[config.mk]
export PLATFORM = sky130hd
export DESIGN_NAME = dbg_exec
export DESIGN_NICKNAME = d
export VERILOG_FILES = /design/src/rtl/dbg_exec_pkg.sv /design/src/rtl/dbg_decode.sv /design/src/rtl/dbg_ptr_reg.sv /design/src/rtl/dbg_csr_file.sv /design/src/rtl/dbg_exec.sv
export SDC_FILE = /design/constraint.sdc
export NUM_CORES = 1
export LEC_CHECK = 0
export BUFFER_PORTS_ARGS = -buffer_cell sky130_fd_sc_hd__buf_2
export CAP_MARGIN = 0
export CORE_ASPECT_RATIO = 1.1
export CORE_MARGIN = 3
export CORE_UTILIZATION = 57
export CTS_CLUSTER_SIZE = 24
export DETAILED_ROUTE_END_ITERATION = 8
export PLACE_DENSITY = 0.81
export SLEW_MARGIN = 20
export SYNTH_ARGS = -nofsm -noshare
export SYNTH_HDL_FRONTEND = slang
export SYNTH_HIERARCHICAL = 1
export SYNTH_SLANG_ARGS = --single-unit
[constraint.sdc]
create_clock -name clk -period 2.95 [get_ports clk]
set_input_delay 0.295 -clock clk [delete_from_list [all_inputs] [get_ports clk]]
set_output_delay 0.295 -clock clk [all_outputs]
set_load 0.01 [all_outputs]
[src/rtl/dbg_exec_pkg.sv]
// Package: types and fixed widths shared by the debug instruction executor.
// Assumes byte-wide data; the address widths follow from the opcode layout.
package dbg_exec_pkg;
    localparam int DW        = 8;
    localparam int IO_AW     = 6;
    localparam int CS_AW     = 4;
    localparam int PTR_BYTES = 2;

    typedef enum logic [2:0] {
        ST_IDLE, ST_WAIT_DATA, ST_RD_STROBE, ST_RD_CAPTURE, ST_WR_STROBE, ST_SEND
    } exec_state_t;

    typedef enum logic [2:0] {
        OP_NONE, OP_PTR_ST, OP_IO_RD, OP_IO_WR, OP_CS_LD, OP_CS_ST
    } op_kind_t;

    typedef struct packed {
        op_kind_t         kind;
        logic [IO_AW-1:0] addr;
    } op_dec_t;
endpackage

[src/rtl/dbg_decode.sv]
// Module: purely combinational instruction decoder.
// Classifies a byte into one of five kinds and gathers its scattered address bits.
// Assumes nothing about state; the caller decides whether the byte is an instruction.
module dbg_decode
    import dbg_exec_pkg::*;
(
    input  logic [DW-1:0] op,
    output op_dec_t       dec
);
    // Match the opcode patterns and extract the address field.
    always_comb begin
        dec.kind = OP_NONE;
        dec.addr = '0;
        if (op[7:1] == 7'b0110100) begin
            dec.kind = OP_PTR_ST;
            dec.addr = {5'b0, op[0]};
        end else if (!op[7] && op[4]) begin
            dec.kind = OP_IO_RD;
            dec.addr = {op[6:5], op[3:0]};
        end else if (op[7] && op[4]) begin
            dec.kind = OP_IO_WR;
            dec.addr = {op[6:5], op[3:0]};
        end else if (op[7:4] == 4'b1000) begin
            dec.kind = OP_CS_LD;
            dec.addr = {2'b0, op[3:0]};
        end else if (op[7:4] == 4'b1100) begin
            dec.kind = OP_CS_ST;
            dec.addr = {2'b0, op[3:0]};
        end
    end
endmodule

[src/rtl/dbg_ptr_reg.sv]
// Module: byte-writable pointer register.
// One byte is written per cycle, selected by sel. Assumes sel < BYTES.
module dbg_ptr_reg #(
    parameter int BYTES = 2,
    localparam int SEL_W = (BYTES > 1) ? $clog2(BYTES) : 1
) (
    input  logic               clk,
    input  logic               rst_n,
    input  logic               wr_en,
    input  logic [SEL_W-1:0]   sel,
    input  logic [7:0]         wdata,
    output logic [BYTES*8-1:0] value
);
    for (genvar g = 0; g < BYTES; g++) begin : g_byte
        logic [7:0] byte_q;
        // Load this byte when it is the selected one.
        always_ff @(posedge clk) begin
            if (!rst_n)
                byte_q <= '0;
            else if (wr_en && sel == SEL_W'(g))
                byte_q <= wdata;
        end
        assign value[g*8 +: 8] = byte_q;
    end
endmodule

[src/rtl/dbg_csr_file.sv]
// Module: sparse control/status register bank.
// Only locations whose bit is set in IMPL_MASK hold data; the other
// locations discard writes and read as zero. Read is combinational.
module dbg_csr_file #(
    parameter int DEPTH = 16,
    parameter logic [DEPTH-1:0] IMPL_MASK = 16'h00F3,
    localparam int AW = $clog2(DEPTH)
) (
    input  logic          clk,
    input  logic          rst_n,
    input  logic          wr_en,
    input  logic [AW-1:0] wr_addr,
    input  logic [7:0]    wdata,
    input  logic [AW-1:0] rd_addr,
    output logic [7:0]    rd_data
);
    logic [7:0] regs [DEPTH];

    // Clear on reset; write only the implemented locations.
    always_ff @(posedge clk) begin
        if (!rst_n) begin
            for (int i = 0; i < DEPTH; i++) regs[i] <= '0;
        end else if (wr_en) begin
            for (int i = 0; i < DEPTH; i++)
                if (IMPL_MASK[i] && wr_addr == AW'(i)) regs[i] <= wdata;
        end
    end

    // Return stored data, or zero for absent locations.
    always_comb rd_data = IMPL_MASK[rd_addr] ? regs[rd_addr] : 8'h00;
endmodule

[src/rtl/dbg_exec.sv]
// Module: debug instruction executor (top).
// Takes bytes from the serial physical layer, runs pointer, I/O and
// control/status transfers, and returns load results through tx_req/tx_ack.
// Assumes rx_valid is a one-cycle strobe per byte, and that the I/O target
// returns read data in the cycle after io_rd.
module dbg_exec
    import dbg_exec_pkg::*;
#(
    parameter logic [15:0] CSR_IMPL_MASK = 16'h00F3
) (
    input  logic             clk,
    input  logic             rst_n,
    input  logic             rx_valid,
    input  logic [DW-1:0]    rx_byte,
    output logic             tx_req,
    output logic [DW-1:0]    tx_byte,
    input  logic             tx_ack,
    output logic             io_rd,
    output logic             io_wr,
    output logic [IO_AW-1:0] io_addr,
    output logic [DW-1:0]    io_wdata,
    input  logic [DW-1:0]    io_rdata,
    output logic [PTR_BYTES*8-1:0] ptr_value
);
    localparam int CS_DEPTH = 1 << CS_AW;

    exec_state_t      state;
    op_kind_t         pend_kind;
    logic [IO_AW-1:0] pend_addr;
    logic [DW-1:0]    tx_q;
    logic [DW-1:0]    wdata_q;
    op_dec_t          dec;
    logic [DW-1:0]    cs_rd_data;
    logic             store_data;
    logic             ptr_wr_en;
    logic             cs_wr_en;

    dbg_decode u_dec (.op(rx_byte), .dec(dec));

    // A data byte for a pending store is present this cycle.
    assign store_data = (state == ST_WAIT_DATA) && rx_valid;
    assign ptr_wr_en  = store_data && (pend_kind == OP_PTR_ST);
    assign cs_wr_en   = store_data && (pend_kind == OP_CS_ST);

    dbg_ptr_reg #(.BYTES(PTR_BYTES)) u_ptr (
        .clk(clk), .rst_n(rst_n), .wr_en(ptr_wr_en),
        .sel(pend_addr[0]), .wdata(rx_byte), .value(ptr_value)
    );

    dbg_csr_file #(.DEPTH(CS_DEPTH), .IMPL_MASK(CSR_IMPL_MASK)) u_csr (
        .clk(clk), .rst_n(rst_n), .wr_en(cs_wr_en),
        .wr_addr(pend_addr[CS_AW-1:0]), .wdata(rx_byte),
        .rd_addr(dec.addr[CS_AW-1:0]), .rd_data(cs_rd_data)
    );

    // Sequence each instruction through its phases.
    always_ff @(posedge clk) begin
        if (!rst_n) begin
            state     <= ST_IDLE;
            pend_kind <= OP_NONE;
            pend_addr <= '0;
            tx_q      <= '0;
            wdata_q   <= '0;
        end else begin
            unique case (state)
                ST_IDLE: if (rx_valid) begin
                    unique case (dec.kind)
                        OP_PTR_ST, OP_IO_WR, OP_CS_ST: begin
                            pend_kind <= dec.kind;
                            pend_addr <= dec.addr;
                            state     <= ST_WAIT_DATA;
                        end
                        OP_IO_RD: begin
                            pend_addr <= dec.addr;
                            state     <= ST_RD_STROBE;
                        end
                        OP_CS_LD: begin
                            tx_q  <= cs_rd_data;
                            state <= ST_SEND;
                        end
                        default: ;
                    endcase
                end
                ST_WAIT_DATA: if (rx_valid) begin
                    if (pend_kind == OP_IO_WR) begin
                        wdata_q <= rx_byte;
                        state   <= ST_WR_STROBE;
                    end else begin
                        state <= ST_IDLE;
                    end
                end
                ST_RD_STROBE:  state <= ST_RD_CAPTURE;
                ST_RD_CAPTURE: begin
                    tx_q  <= io_rdata;
                    state <= ST_SEND;
                end
                ST_WR_STROBE:  state <= ST_IDLE;
                ST_SEND:       if (tx_ack) state <= ST_IDLE;
                default:       state <= ST_IDLE;
            endcase
        end
    end

    // Drive the port outputs from the registered phase.
    assign io_rd    = (state == ST_RD_STROBE);
    assign io_wr    = (state == ST_WR_STROBE);
    assign io_addr  = pend_addr;
    assign io_wdata = wdata_q;
    assign tx_req   = (state == ST_SEND);
    assign tx_byte  = tx_q;

    AST_RD_ONE_CYCLE: assert property (@(posedge clk) disable iff (!rst_n)
        io_rd |=> !io_rd);
    AST_NO_RD_WR: assert property (@(posedge clk) disable iff (!rst_n)
        !(io_rd && io_wr));
    AST_RD_THEN_TX: assert property (@(posedge clk) disable iff (!rst_n)
        io_rd |-> ##2 tx_req);
    AST_TX_HOLD: assert property (@(posedge clk) disable iff (!rst_n)
        (tx_req && !tx_ack) |=> (tx_req && $stable(tx_byte)));
    AST_WR_ONE_CYCLE: assert property (@(posedge clk) disable iff (!rst_n)
        io_wr |=> !io_wr);
    AST_LOAD_STRICT: assert property (@(posedge clk) disable iff (!rst_n)
        (tx_req && tx_ack) |=> !tx_req);
endmodule

==> flow_summary.json, run 1 <==
{
  "drive_gt1_share_pct": 22.2,
  "start_kind": "flop",
  "syn_nets": 399,
  "initial_core_util_pct": 59.8,
  "tns_ns": 0,
  "drtAntennaViolNets": 0,
  "r2r-end": "u_csr/regs[7][5]",
  "status": "complete, no violations",
  "critical_path_arrival_ns": 2.62,
  "via_per_inst": 5.79,
  "max_freq_mhz": 416,
  "fin_ws_ns": 0.547,
  "grt_max_degree": 28,
  "cts_made_buffers": 9,
  "place_ws_ns": 0.282,
  "grt_pass1_wl_um": 15800,
  "regArea_um2": 2320,
  "yosys_warnings": 6,
  "ys_seq_area_share_pct": 54.2,
  "die_x_um": 88.7,
  "routabilityCongestion": 0.830,
  "wl_per_cell_um": 18.2,
  "die-area_um2": 8590,
  "synth_seq_cells": 92,
  "hold_path_class": "primary input to flop",
  "synth.area.top_cells": "edfxtp_1 34%, dfxtp_1 21%, mux2i_1 14%",
  "crit_cells": 7,
  "maxSlewViolCount": 0,
  "critical_path.startpoint": "state[0]",
  "slew_headroom_pct": 44.5,
  "cts_setup_buffers": 0,
  "clock_path_buffers": 2,
  "rows": 32,
  "multiInputGateArea_um2": 1820,
  "diodes": 0,
  "finalHoldViolCount": 0,
  "insertion_delay_ns": 0.35,
  "setup.worst_path.end_class": "flop",
  "powerDensity_nw_per_um2": 495,
  "setup_viol": 0,
  "fin_crit_sh_pct": 81.5,
  "cts_root_buf": "clkbuf_8",
  "core_um2": 7170,
  "grt_setup_unrepaired": "no",
  "dr_total_vias": 3096,
  "async_flop_share_pct": 0,
  "reg2regPathDepth": 7,
  "hpwlAfterDp_um": 6770,
  "synth_edf_count": 48,
  "max-vdd-ir-drop_mv": 0.255,
  "yosysTopAreaCell": "edfxtp_1",
  "grt_usage_pct": 23.9,
  "crit_required_ns": 3.17,
  "ctsHoldBuffers": 0,
  "io_pins": 61,
  "min_period_ns": 2.40,
  "cp_slowest_cell": "dfxtp_1",
  "timing.rr.start": "state[0]",
  "cpPeakStageDelay_ns": 0.54,
  "yosys.area.top_type_share_pct": 33.6,
  "fp.dieH_um": 96.9,
  "fin_nets": 465,
  "syn_area_um2": 4280,
  "fin_skew_ns": 0.0107,
  "wirelength_um": 9730,
  "drv_cap": 0,
  "clk_pin_slew_ns": 0.09,
  "final_common_cell": "mux2i_1",
  "worst-path-buf-inv": 1,
  "syn_to_final_growth_pct": 13.0,
  "path_max_fanout": 9,
  "antenna_found_initial": 0,
  "cp_top_family": "simple AND/OR/NAND/NOR gates",
  "critPathKind": "flop to flop",
  "setup.worst_path.end": "u_csr/regs[7][5]",
  "postSynthAreaPerCell_um2": 11.3,
  "drc": 0,
  "clock_sinks": 92,
  "tightest_slew_ns": 0.831,
  "postCtsResizedCells": 0,
  "crit_chain": "nand2b_4 > or3_1 > nor3b_1 > buf_4 > nand4_1 > nor2_1 > and2_1",
  "leakage_nw": 1.92,
  "r2r_setup_slack_ns": 0.55,
  "grt-ovfl-total": 0,
  "ys_types": 43,
  "first_global_vias": 3224,
  "ys.flop_type": "edfxtp_1",
  "synth_cells": 379,
  "first_pass_iters": 4,
  "drtIter0Drc": 226,
  "tritoncts": "yes",
  "final_cell_mix": "62 x mux2i_1, 60 x buf_2, 52 x and2_1",
  "io_buffer_count": 60,
  "htree_levels": 3,
  "fillers": 559
}
-- stage by stage --
step	hold slack [ns]	util, %	area (um2)	total power [mW]	std cells
CTS	0.262	67.6	4840	2.41	535
floorplan	0.411	-	4280	1.57	379
global route	0.267	67.6	4840	2.49	535
detailed placement	0.448	65.1	4660	1.66	519
global placement	0.440	65.1	4660	1.65	519
finish	0.274	67.6	4840	2.40	535
-- cell usage after synthesis (all sizes together) (2+ instances only) --
| cell | n |
|---|---|
| nor2 | 33 |
| nand3b | 5 |
| o22ai | 2 |
| nand2b | 4 |
| nor3 | 9 |
| nand3 | 3 |
| clkbuf | 4 |
| dfxtp | 44 |
| o22a | 8 |
| o21ai | 16 |
| and2 | 52 |
| a211oi | 8 |
| o221a | 2 |
| a31oi | 2 |
| inv | 5 |
| mux2i | 62 |
| or3 | 3 |
| buf | 14 |
| nand2 | 29 |
| nor2b | 6 |
| edfxtp | 48 |
| a21oi | 5 |
-- sequential cells by signal (all words and copies together) (netlist names) --
signal,cells
pend_kind,3
u_csr/regs,48
u_ptr/g_byte.byte_q,16
io_addr,6
tx_byte,8
state,3
io_wdata,8
-- area by class of cell --
type | instances | share of cell area, %
Sequential cell | 92 | 48.0
Clock inverter | 5 | 0.749
Tap cell | 85 | 2.20
Multi-Input combinational cell | 264 | 37.6
Inverter | 5 | 0.388
Clock buffer | 11 | 2.92
Timing Repair Buffer | 73 | 8.22
-- logic make-up (layout without fill, tap and decap cells) --
logic type	after synthesis	after routing	synth area share, %
buffers and inverters	23	94	3.42
flip-flops	92	92	54.2
AND/OR/NAND/NOR	154	154	20.1
multiplexers	62	62	14.5
AO/OA/AOI/OAI	48	48	7.80
-- worst min path at each step --
| stage | from | to | slack, ns | cells past startpoint |
|---|---|---|---|---|
| after floorplan | rst_n | state[1] | 0.41 | 2 |
| after global placement | u_ptr/g_byte[1].byte_q[0] | u_ptr/g_byte[1].byte_q[0] | 0.44 | 2 |
| after detailed placement | u_ptr/g_byte[0].byte_q[6] | u_ptr/g_byte[0].byte_q[6] | 0.45 | 2 |
| after CTS | tx_ack | state[2] | 0.26 | 3 |
| after global routing | tx_ack | state[2] | 0.27 | 3 |
| final | tx_ack | state[2] | 0.27 | 3 |
-- power breakdown --
group	leakage, nW	internal, mW	total (mW)	switching, mW
clock	0.0820	0.331	0.769	0.437
combinational	0.988	0.0889	0.230	0.142
sequential	0.850	1.38	1.40	0.0242
-- metal layers --
layer	vias up	GRT usage [%]	share of wire, %
li1	1494	-	-
met1	1486	30.6	42
met2	99	39.6	50
met3	17	5.20	6.5
met4	0	8.02	1.6
met5	-	0	0
-- worst min-delay path: stages --
cell and delay [ns]:
buf_2 0.08, nand3b_1 0.10, o21ai_0 0.09
Note: power is estimated with default switching activity, not from simulation.
==> inputs of run 2 (changes only) <==
--- a/config.mk
+++ b/config.mk
@@ -5,14 +5,15 @@
 export SDC_FILE = /design/constraint.sdc
 export NUM_CORES = 1
 export LEC_CHECK = 0
+export ABC_AREA = 1
 export BUFFER_PORTS_ARGS = -buffer_cell sky130_fd_sc_hd__buf_2
 export CAP_MARGIN = 0
 export CORE_ASPECT_RATIO = 1.1
 export CORE_MARGIN = 3
-export CORE_UTILIZATION = 57
+export CORE_UTILIZATION = 52
 export CTS_CLUSTER_SIZE = 24
 export DETAILED_ROUTE_END_ITERATION = 8
-export PLACE_DENSITY = 0.81
+export PLACE_DENSITY = 0.78
 export SLEW_MARGIN = 20
 export SYNTH_ARGS = -nofsm -noshare
 export SYNTH_HDL_FRONTEND = slang
==> constraint.sdc (replaced) <==
create_clock -name clk -period 2.17 [get_ports clk]
set_input_delay 0.217 -clock clk [delete_from_list [all_inputs] [get_ports clk]]
set_output_delay 0.217 -clock clk [all_outputs]
set_load 0.01 [all_outputs]
==> flow_summary.json, run 2 <==
{
  "ys.flop_type": "edfxtp_1",
  "clk_pin_slew_ns": 0.09,
  "max_freq_mhz": 509,
  "wirelength_um": 11000,
  "wl_per_cell_um": 14.7,
  "yosys_warnings": 6,
  "cts_made_buffers": 9,
  "fin_skew_ns": 0.0141,
  "r2r_setup_slack_ns": 0.21,
  "clock_sinks": 92,
  "via_per_inst": 5.31,
  "final_cell_mix": "118 x nor2_1, 93 x nand2_1, 72 x inv_1",
  "drtAntennaViolNets": 0,
  "ys_seq_area_share_pct": 49.6,
  "largest_register": "u_csr/regs",
  "min_period_ns": 1.96,
  "core_um2": 8580,
  "place_ws_ns": 0.00882,
  "fillers": 766,
  "fin_nets": 658,
  "fin_crit_sh_pct": 90.5,
  "cts_root_buf": "clkbuf_8",
  "multiInputGateArea_um2": 1930,
  "dr_total_vias": 4000,
  "synth_seq_cells": 92,
  "setup_viol": 0,
  "layoutNonFillerInstCount": 753,
  "crit_required_ns": 2.24,
  "finalHoldViolCount": 0,
  "synth.area.top_cells": "edfxtp_1 31%, dfxtp_1 19%, nor2_1 9.5%",
  "leakage_nw": 2.51,
  "insertion_delay_ns": 0.36,
  "status": "complete, no violations",
  "tightest_slew_ns": 0.795,
  "hold_path_class": "primary input to flop",
  "first_global_vias": 3921,
  "grt-ovfl-total": 0,
  "drc": 0,
  "syn_area_um2": 4680,
  "first_pass_iters": 5,
  "postSynthAreaPerCell_um2": 8.32,
  "worst_hold_path.endpoint": "state[2]",
  "hpwlAfterDp_um": 8110,
  "routabilityCongestion": 0.877,
  "drtIter0Drc": 235,
  "clock_path_buffers": 2,
  "tritoncts": "yes",
  "fp.dieH_um": 105,
  "fin_ws_ns": 0.206,
  "rows": 35,
  "regArea_um2": 2320,
  "ys_types": 43,
  "critPathKind": "flop to flop",
  "yosysTopAreaCell": "edfxtp_1",
  "synth_cells": 562,
  "yosys.area.top_type_share_pct": 30.8,
  "timing.rr.start": "state[1]",
  "path_max_fanout": 8,
  "diodes": 0,
  "synth_edf_count": 48,
  "min_from": "tx_ack",
  "syn_nets": 582,
  "largest_register_ffs": 48,
  "htree_levels": 3,
  "tns_ns": 0,
  "io_buffer_count": 60,
  "max-vdd-ir-drop_mv": 0.398,
  "grt_pass1_wl_um": 18200,
  "syn_to_final_growth_pct": 15.2,
  "start_kind": "flop",
  "powerDensity_nw_per_um2": 665,
  "grt_setup_unrepaired": "no",
  "dp_cells": 737,
  "antenna_found_initial": 0,
  "r2r-end": "u_csr/regs[1][4]",
  "die-area_um2": 10200,
  "whs_path_depth": 4,
  "synth_common_cells": "118 x nor2_1, 97 x nand2_1, 72 x inv_1",
  "slew_headroom_pct": 46.8,
  "largestRegisters": "u_csr/regs: 48 flops, u_ptr/g_byte.byte_q: 16 flops",
  "ctsHoldBuffers": 0,
  "grt_usage_pct": 23.1,
  "async_flop_share_pct": 0,
  "hold_slack_ns": 0.185,
  "initial_core_util_pct": 54.5,
  "critical_path.startpoint": "state[1]",
  "drive_gt1_share_pct": 25.9,
  "critical_path_arrival_ns": 2.03,
  "maxSlewViolCount": 0,
  "grt_max_degree": 29,
  "io_pins": 61,
  "die_x_um": 96.4,
  "yosysMostFrequentCell": "nor2_1",
  "setup.worst_path.end_class": "flop",
  "final_common_cell": "nor2_1",
  "drv_cap": 0,
  "reg2regPathDepth": 9
}
## run 2: cell types whose count changed in the layout (fill, tap and decap cells not counted), moves of 10 or more
cell	delta
and2_1	-52
buf_4	+10
inv_1	+67
nand2_1	+64
mux2i_1	-62
nor2_1	+85
a21oi_1	+22
nand3_1	+27
## run 2: through the flow
step / power, mW / area, um2 / utilization, %
6_report: 3.58 / 5390 / 62.8
5_1_grt: 3.73 / 5390 / 62.8
4_1_cts: 3.59 / 5360 / 62.5
3_5_place_dp: 2.44 / 5160 / 60.1
3_3_place_gp: 2.43 / 5160 / 60.1
2_1_floorplan: 2.28 / 4680 / -
## run 2: worst max path at each step
stage                                  end  cells past startpoint  slack [ns]
after floorplan           u_csr/regs[0][0]                      6       -0.15
after global placement    u_csr/regs[7][5]                     10        0.10
after detailed placement        tx_byte[4]                     12       0.009
after CTS                 u_csr/regs[7][3]                     10        0.04
after global routing      u_csr/regs[1][5]                      9        0.04
final                     u_csr/regs[1][4]                      9        0.21
## run 2: metal layers
| layer | routed length, um | up-vias | GRT usage (%) |
|---|---|---|---|
| li1 | - | 1953 | - |
| met1 | 4660 | 1878 | 29.8 |
| met2 | 5480 | 150 | 38.8 |
| met3 | 703 | 19 | 4.85 |
| met4 | 184 | 0 | 6.91 |
| met5 | 0 | - | 0 |
## run 2: where the power goes
part	total (mW)	switching, mW	leakage [nW]	internal [mW]
combinational	0.497	0.338	1.55	0.159
sequential	1.91	0.0357	0.852	1.87
clock	1.17	0.581	0.102	0.593
total	3.58	0.955	2.51	2.63
## run 2: timing repair
item | in CTS | in global routing
setup buffers | 0 | 1
setup endpoints to repair | 0 | 43
resized for setup | 0 | 6
## run 2: critical path, stage by stage, from the launching register on
cell	delay (ns)
dfxtp_1	0.32
inv_1	0.08
nand2_1	0.09
nor2_4	0.11
nand2_1	0.10
nor4b_2	0.21
buf_4	0.15
nand3b_1	0.14
o31ai_1	0.23
buf_4	0.23
## run 2: cell type report
cell class	count	share of cell area (%)
Sequential cell	92	43.1
Multi-Input combinational cell	369	35.9
Timing Repair Buffer	83	8.77
Inverter	83	5.99
Clock buffer	11	2.83
Tap cell	111	2.58
Clock inverter	4	0.882
## run 2: cell families (layout without fill, tap and decap cells)
kind of cell / Yosys count / count (layout) / synth area share [%]
AND/OR/NAND/NOR: 297 / 297 / 31.6
AO/OA/AOI/OAI: 72 / 72 / 9.12
buffers and inverters: 101 / 181 / 9.63
flip-flops: 92 / 92 / 49.6
